==> config.mk <==
export PLATFORM = sky130hd
export DESIGN_NAME = t1_rx_alarm_out
export DESIGN_NICKNAME = d
export VERILOG_FILES = /design/src/rtl/t1alm_pkg.sv /design/src/rtl/t1alm_fer_stretch.sv /design/src/rtl/t1alm_crc_mark.sv /design/src/rtl/t1alm_sticky.sv /design/src/rtl/t1_rx_alarm_out.sv
export SDC_FILE = /design/constraint.sdc
export NUM_CORES = 1
export LEC_CHECK = 0
export BUFFER_PORTS_ARGS = -buffer_cell sky130_fd_sc_hd__buf_2
export CORE_AREA = 2 2 39 41
export DETAILED_ROUTE_END_ITERATION = 12
export DIE_AREA = 0 0 41 43
export GPL_ROUTABILITY_DRIVEN = 0
export HOLD_SLACK_MARGIN = 0.15
export PLACE_DENSITY = 0.81
export SLEW_MARGIN = 20
export SYNTH_ARGS = -nofsm -noshare
export SYNTH_HDL_FRONTEND = slang
export SYNTH_HIERARCHICAL = 1
export SYNTH_SLANG_ARGS = --single-unit
==> constraint.sdc <==
create_clock -name clk_i -period 3 [get_ports clk_i]
set_input_delay 0.6 -clock clk_i [delete_from_list [all_inputs] [get_ports clk_i]]
set_output_delay 0.6 -clock clk_i [all_outputs]
set_load 0.005 [all_outputs]
==> src/rtl/t1alm_pkg.sv <==
package t1alm_pkg;
   // Framing format selected by ext_frame_i
   typedef enum logic {
      FMT_SUPER = 1'b0,
      FMT_EXTND = 1'b1
   } frame_fmt_e;

   // Pick the framing error strobe that belongs to the active format
   function automatic logic pick_frame_err(input frame_fmt_e fmt,
                                           input logic ftfs_err,
                                           input logic fps_err);
      return (fmt == FMT_EXTND) ? fps_err : ftfs_err;
   endfunction
endpackage

==> src/rtl/t1alm_fer_stretch.sv <==
module t1alm_fer_stretch #(
   parameter int LEN = 2
) (
   input  logic clk_i,
   input  logic rst_n_i,
   input  logic bit_en_i,
   input  logic start_i,
   output logic active_o
);
   localparam int CW = $clog2(LEN + 1);
   localparam logic [CW-1:0] LOAD = CW'(LEN);

   logic [CW-1:0] cnt_q;

   always_ff @(posedge clk_i or negedge rst_n_i) begin
      if (!rst_n_i) begin
         cnt_q <= '0;
      end else if (bit_en_i) begin
         if (start_i) begin
            cnt_q <= LOAD;
         end else if (cnt_q != '0) begin
            cnt_q <= cnt_q - 1'b1;
         end
      end
   end

   assign active_o = (cnt_q != '0);
endmodule

==> src/rtl/t1alm_crc_mark.sv <==
module t1alm_crc_mark #(
   parameter bit HALF_EARLY = 1'b1
) (
   input  logic clk_i,
   input  logic rst_n_i,
   input  logic arm_i,
   output logic pulse_o
);
   logic pulse_q;

   generate
      if (HALF_EARLY) begin : g_fall
         // Launched on the falling edge: leads the sync rise by half a clock
         always_ff @(negedge clk_i or negedge rst_n_i) begin
            if (!rst_n_i) pulse_q <= 1'b0;
            else          pulse_q <= arm_i;
         end
      end else begin : g_rise
         // Launched with the sync rise on the same rising edge
         always_ff @(posedge clk_i or negedge rst_n_i) begin
            if (!rst_n_i) pulse_q <= 1'b0;
            else          pulse_q <= arm_i;
         end
      end
   endgenerate

   assign pulse_o = pulse_q;
endmodule

==> src/rtl/t1alm_sticky.sv <==
module t1alm_sticky (
   input  logic clk_i,
   input  logic rst_n_i,
   input  logic alarm_i,
   input  logic rd_i,
   output logic held_o
);
   logic held_q;

   always_ff @(posedge clk_i or negedge rst_n_i) begin
      if (!rst_n_i) held_q <= 1'b0;
      else          held_q <= alarm_i | (held_q & ~rd_i);
   end

   assign held_o = held_q;
endmodule

==> src/rtl/t1_rx_alarm_out.sv <==
module t1_rx_alarm_out
   import t1alm_pkg::*;
#(
   parameter int STAT_W     = 8,
   parameter int LOS_BIT    = 3,
   parameter int YEL_BIT    = 4,
   parameter int FER_BITS   = 2,
   parameter bit CRC_HALF_EARLY = 1'b1
) (
   input  logic              clk_i,
   input  logic              rst_n_i,
   input  logic              bit_en_i,
   input  logic              fbit_mark_i,
   input  logic              mfsync_mark_i,
   input  logic              resync_busy_i,
   input  logic              los_oof_i,
   input  logic              yel_det_i,
   input  logic              bpv_i,
   input  logic              ftfs_err_i,
   input  logic              fps_err_i,
   input  logic              crc6_err_i,
   input  logic              ext_frame_i,
   input  logic              manual_resync_i,
   input  logic              stat_rd_i,
   output logic              los_o,
   output logic              yel_o,
   output logic              bv_o,
   output logic              fer_o,
   output logic              mfsync_o,
   output logic              resync_req_o,
   output logic [STAT_W-1:0] stat_o
);
   localparam int N_HELD = 2;
   localparam int HELD_POS [N_HELD] = '{LOS_BIT, YEL_BIT};

   initial begin
      if (STAT_W < 1 || LOS_BIT >= STAT_W || YEL_BIT >= STAT_W || LOS_BIT < 0 || YEL_BIT < 0)
         $fatal(1, "status bit position outside status word");
      if (LOS_BIT == YEL_BIT)
         $fatal(1, "status bit positions must differ");
      if (FER_BITS < 1)
         $fatal(1, "frame error stretch must be at least one bit");
   end

   frame_fmt_e fmt;
   assign fmt = frame_fmt_e'(ext_frame_i);

   // Real-time level pins
   logic los_q, yel_q, bv_q, mf_q;
   always_ff @(posedge clk_i or negedge rst_n_i) begin
      if (!rst_n_i) begin
         los_q <= 1'b0;
         yel_q <= 1'b0;
         bv_q  <= 1'b0;
         mf_q  <= 1'b0;
      end else begin
         los_q <= manual_resync_i ? resync_busy_i : los_oof_i;
         yel_q <= yel_det_i;
         if (bit_en_i) begin
            bv_q <= bpv_i;
            mf_q <= mfsync_mark_i;
         end
      end
   end

   // Frame bit error stretch
   logic fer_start, fer_stretch;
   assign fer_start = fbit_mark_i & pick_frame_err(fmt, ftfs_err_i, fps_err_i);

   t1alm_fer_stretch #(.LEN(FER_BITS)) u_stretch (
      .clk_i    (clk_i),
      .rst_n_i  (rst_n_i),
      .bit_en_i (bit_en_i),
      .start_i  (fer_start),
      .active_o (fer_stretch)
   );

   // CRC6 error marker ahead of the multiframe sync rise
   logic crc_arm, crc_pulse;
   assign crc_arm = bit_en_i & mfsync_mark_i & crc6_err_i & (fmt == FMT_EXTND);

   t1alm_crc_mark #(.HALF_EARLY(CRC_HALF_EARLY)) u_crc (
      .clk_i   (clk_i),
      .rst_n_i (rst_n_i),
      .arm_i   (crc_arm),
      .pulse_o (crc_pulse)
   );

   // Post-reset resync request
   logic req_q, req_done_q;
   always_ff @(posedge clk_i or negedge rst_n_i) begin
      if (!rst_n_i) begin
         req_q      <= 1'b0;
         req_done_q <= 1'b0;
      end else begin
         req_q      <= ~req_done_q;
         req_done_q <= 1'b1;
      end
   end

   // Held status bits
   logic [N_HELD-1:0] held_src, held_val;
   assign held_src = {yel_q, los_q};

   always_comb begin
      stat_o = '0;
      for (int k = 0; k < N_HELD; k++) stat_o[HELD_POS[k]] = held_val[k];
   end

   generate
      for (genvar g = 0; g < N_HELD; g++) begin : g_held
         t1alm_sticky u_sticky (
            .clk_i   (clk_i),
            .rst_n_i (rst_n_i),
            .alarm_i (held_src[g]),
            .rd_i    (stat_rd_i),
            .held_o  (held_val[g])
         );
      end
   endgenerate

   assign los_o        = los_q;
   assign yel_o        = yel_q;
   assign bv_o         = bv_q;
   assign mfsync_o     = mf_q;
   assign fer_o        = fer_stretch | crc_pulse;
   assign resync_req_o = req_q;
endmodule

=== After elaboration in Yosys (flattened, before gate mapping) ===
Cells that the tools add are included.

* $add $sub $neg: 1
* Muxes and demuxes: 4
* Bitwise gates (word level): 11
* Reductions and logical operators: 3

{| class="wikitable"
|+ Operators with widths
! kind !! number
|-
| 1-bit bitwise AND || 6
|-
| 2-bit 2-to-1 mux || 2
|-
| 2-bit nonzero test || 2
|-
| 1-bit bitwise OR || 3
|-
| 1-bit 2-to-1 mux || 2
|-
| 1-bit NOT || 2
|-
| 2-bit AND reduction || 1
|-
| 2-bit by 1-bit subtractor with 2-bit output, second input constant || 1
|}

* Register bits: 11
* Input bits: 15
* Output and inout bits: 14
* Word-level logic and storage cells: 29

=== Longest topological paths before layout ===
* Depth after elaboration: 4
* Mapped depth: 5
* Gate-level depth less buffers: 5

=== Modules after synthesis ===
The synthesis kept the hierarchy.

{| class="wikitable"
|+ Modules (own cells, without submodules)
! module !! instances !! cells each !! area an instance (µm²) !! sequential area each (µm²)
|-
| t1_rx_alarm_out || 1 || 22 || 279.0 || 150.1
|-
| t1alm_fer_stretch || 1 || 10 || 113.9 || 50.0
|-
| t1alm_sticky || 2 || 3 || 36.3 || 25.0
|-
| t1alm_crc_mark || 1 || 1 || 25.0 || 25.0
|}

==> run metrics <==
status complete, no violations; CTS Buffer Depth 2; Clk pwr share 0.268; pwr dens approximately 580 nW/um2; Clock Latency Late Sink 250 ps; wire per inst 9.44 um; CTS Sinks 11; Hold Crit Class in -> async; RSZ-0062 raised after global routing yes; Crit path arrival time approximately 2400 ps; n_diodes 0; Power Internal ~0.00026 W; Crit Path Max Fanout 1; CP Capture Type primary output; Tot GR Track Use 0.0956; Area Overhead vs Synth 26.5%; maxcap violations 0; share of cells above drive strength 1 0.469; Worst Setup Path Type reg -> out; Root Buffer clkbuf_4; die width 41 um; CTS tree built; Leakage around 0.35 nW; final number of hold-violating endpoints 0; vias per std cell around 4.0; Rows 14; initial DRC count 2; Setup WS post-layout ~12 ps; register-to-register setup slack around 1900 ps; Die ar. about 1800 um2; setup tns final 0 ps; Worst R2R Path Depth 5; Pre-antenna DRT Iters 2; TritonCTS Buffers 3; vias in the first global route 307; DRC errors left 0; total wire length 755 um; total number of vias around 320; Die Y between 40 and 50 um; # fillers ~140; post-DP HPWL 652 um; syn_area_per_cell roughly 13 um2; Sw Pwr 0.0000933 W; clk_skew about 0.15 ps; post-route ant nets 0; reg2reg end u_stretch/cnt_q[0]$_DFFE_PN0P_; Netlist Area Pre-Place 490 um2; startpoint types flip-flop; post-synthesis cell count 39; Core Area around 1400 um2; Buffers on Ports 22; Post-CTS Resized 0; worst slack, placed ~270 ps; Logic pwr share 0.244; post-CTS setup buffers 0; max-slew violations 0; WP data required about 2400 ps; grt ovf 0; htree depth 1; sequential fraction of the synthesis area 0.561; initial antenna violation count 0; switching share of power 0.261; Reg power frac 0.488; Critical R2R Launch u_stretch/cnt_q[0]$_DFFE_PN0P_; # setup viols final 0; register bit total from synthesis 11; IO Count 29; VDD IR-drop max 228 uV; Netlist cell types 17; clock transition at the registers of the reported paths ~70 ps; hold_ws slightly below 200 ps; first-pass GRT wire length around 1.1 mm; Initial Utilization 0.354; number of synthesis warnings 6; nets between 80 and 90; largest net degree at the start of global routing 12
## layout make-up
cell class / count / area (um2) / area share
timing repair buffer: 22 / 110 / 0.177
tap: 16 / 20.0 / 0.0323
sequential: 11 / 275 / 0.444
inverter: 6 / 22.5 / 0.0363
clock buffer: 4 / 26.3 / 0.0423
multi-input combinational: 21 / 166 / 0.268
## cells by family (layout without fill, tap and decap cells)
logic type / Yosys count / after routing / share of synthesized area
buffers and inverters: 12 / 32 / 0.138
flip-flops: 11 / 11 / 0.561
multiplexers: 5 / 5 / 0.128
AO/OA/AOI/OAI: 4 / 4 / 0.0638
AND/OR/NAND/NOR: 4 / 4 / 0.0689
other: 2 / 7 / 0.0153
adder cells (fa/ha/maj): 1 / 1 / 0.0255
## metrics by stage
step	power [W]	instances	area, um2	utilization
2_1_floorplan	0.000234	44	509	-
3_3_place_gp	0.000256	76	594	0.429
3_5_place_dp	0.000264	76	594	0.429
4_1_cts	0.000364	80	621	0.448
5_1_grt	0.000385	80	621	0.448
6_report	0.000357	80	621	0.448
## worst max path at each step
stage,slack (ps),from,end
2_1_floorplan,380,u_crc/pulse_o$_DFF_NN0_,fer_o
3_3_place_gp,270,u_crc/pulse_o$_DFF_NN0_,fer_o
3_5_place_dp,270,u_crc/pulse_o$_DFF_NN0_,fer_o
4_1_cts,0.5,u_crc/pulse_o$_DFF_NN0_,fer_o
5_1_grt,-60,u_crc/pulse_o$_DFF_NN0_,fer_o
6_report,10,u_crc/pulse_o$_DFF_NN0_,fer_o
## timing repair
item,4_1_cts,5_1_grt
pin swaps,1,0
hold buffers,0,0
setup endpoints to repair,1,1
## per-layer routing
| layer | vias to the layer above | GRT usage | part of all wire |
|---|---|---|---|
| li1 | 161 | - | - |
| met1 | 149 | 0.0940 | 0.38 |
| met2 | 12 | 0.169 | 0.55 |
| met3 | 0 | 0.0471 | 0.070 |
| met4 | 0 | 0.0200 | 0 |
| met5 | - | 0 | 0 |
## critical path, stage by stage (launching register included)
cell     delay [ps]
dfrtn_1         310
or2_1           190
buf_2           120
## cells in the final DEF (no fill, tap or decap)
master    instances
mux2_1            1
and4_1            1
dfrtp_1          10
inv_1             6
mux2_2            1
clkbuf_4          3
nor3b_2           1
conb_1            7
buf_2            22
mux2i_1           1
ha_1              1
o21ai_2           1
clkbuf_1          1
dfrtn_1           1
nor2b_1           1
a21o_1            2
or2_1             1
a22oi_1           1
mux2_4            2
## sequential cells by signal, indices dropped and copies added, names as in the netlist
register                flops
mfsync_o                    1
g_held.u_sticky/held_o      2
los_o                       1
resync_req_o                1
yel_o                       1
req_done_q                  1
u_stretch/cnt_q             2
bv_o                        1
u_crc/pulse_o               1
## synthesized netlist by cell type
master | number | share of area
a21o_1 | 2 | 0.031
a22oi_1 | 1 | 0.015
and4_1 | 1 | 0.018
buf_4 | 6 | 0.092
conb_1 | 2 | 0.015
dfrtn_1 | 1 | 0.051
dfrtp_1 | 10 | 0.51
ha_1 | 1 | 0.026
inv_1 | 6 | 0.046
mux2_1 | 1 | 0.023
mux2_2 | 1 | 0.023
mux2_4 | 2 | 0.061
mux2i_1 | 1 | 0.020
nor2b_1 | 1 | 0.013
nor3b_2 | 1 | 0.026
o21ai_2 | 1 | 0.018
or2_1 | 1 | 0.013
## power by group through the flow
| stage | combinational [W] | clock [W] | sequential (W) |
|---|---|---|---|
| floorplan | 0.0000571 | 0 | 0.000177 |
| global placement | 0.0000796 | 0 | 0.000176 |
| detailed placement | 0.0000870 | 0 | 0.000177 |
| CTS | 0.0000890 | 0.000100 | 0.000174 |
| global route | 0.000101 | 0.000108 | 0.000176 |
| finish | 0.0000872 | 0.0000956 | 0.000174 |
(Power assumes the default switching activity.)
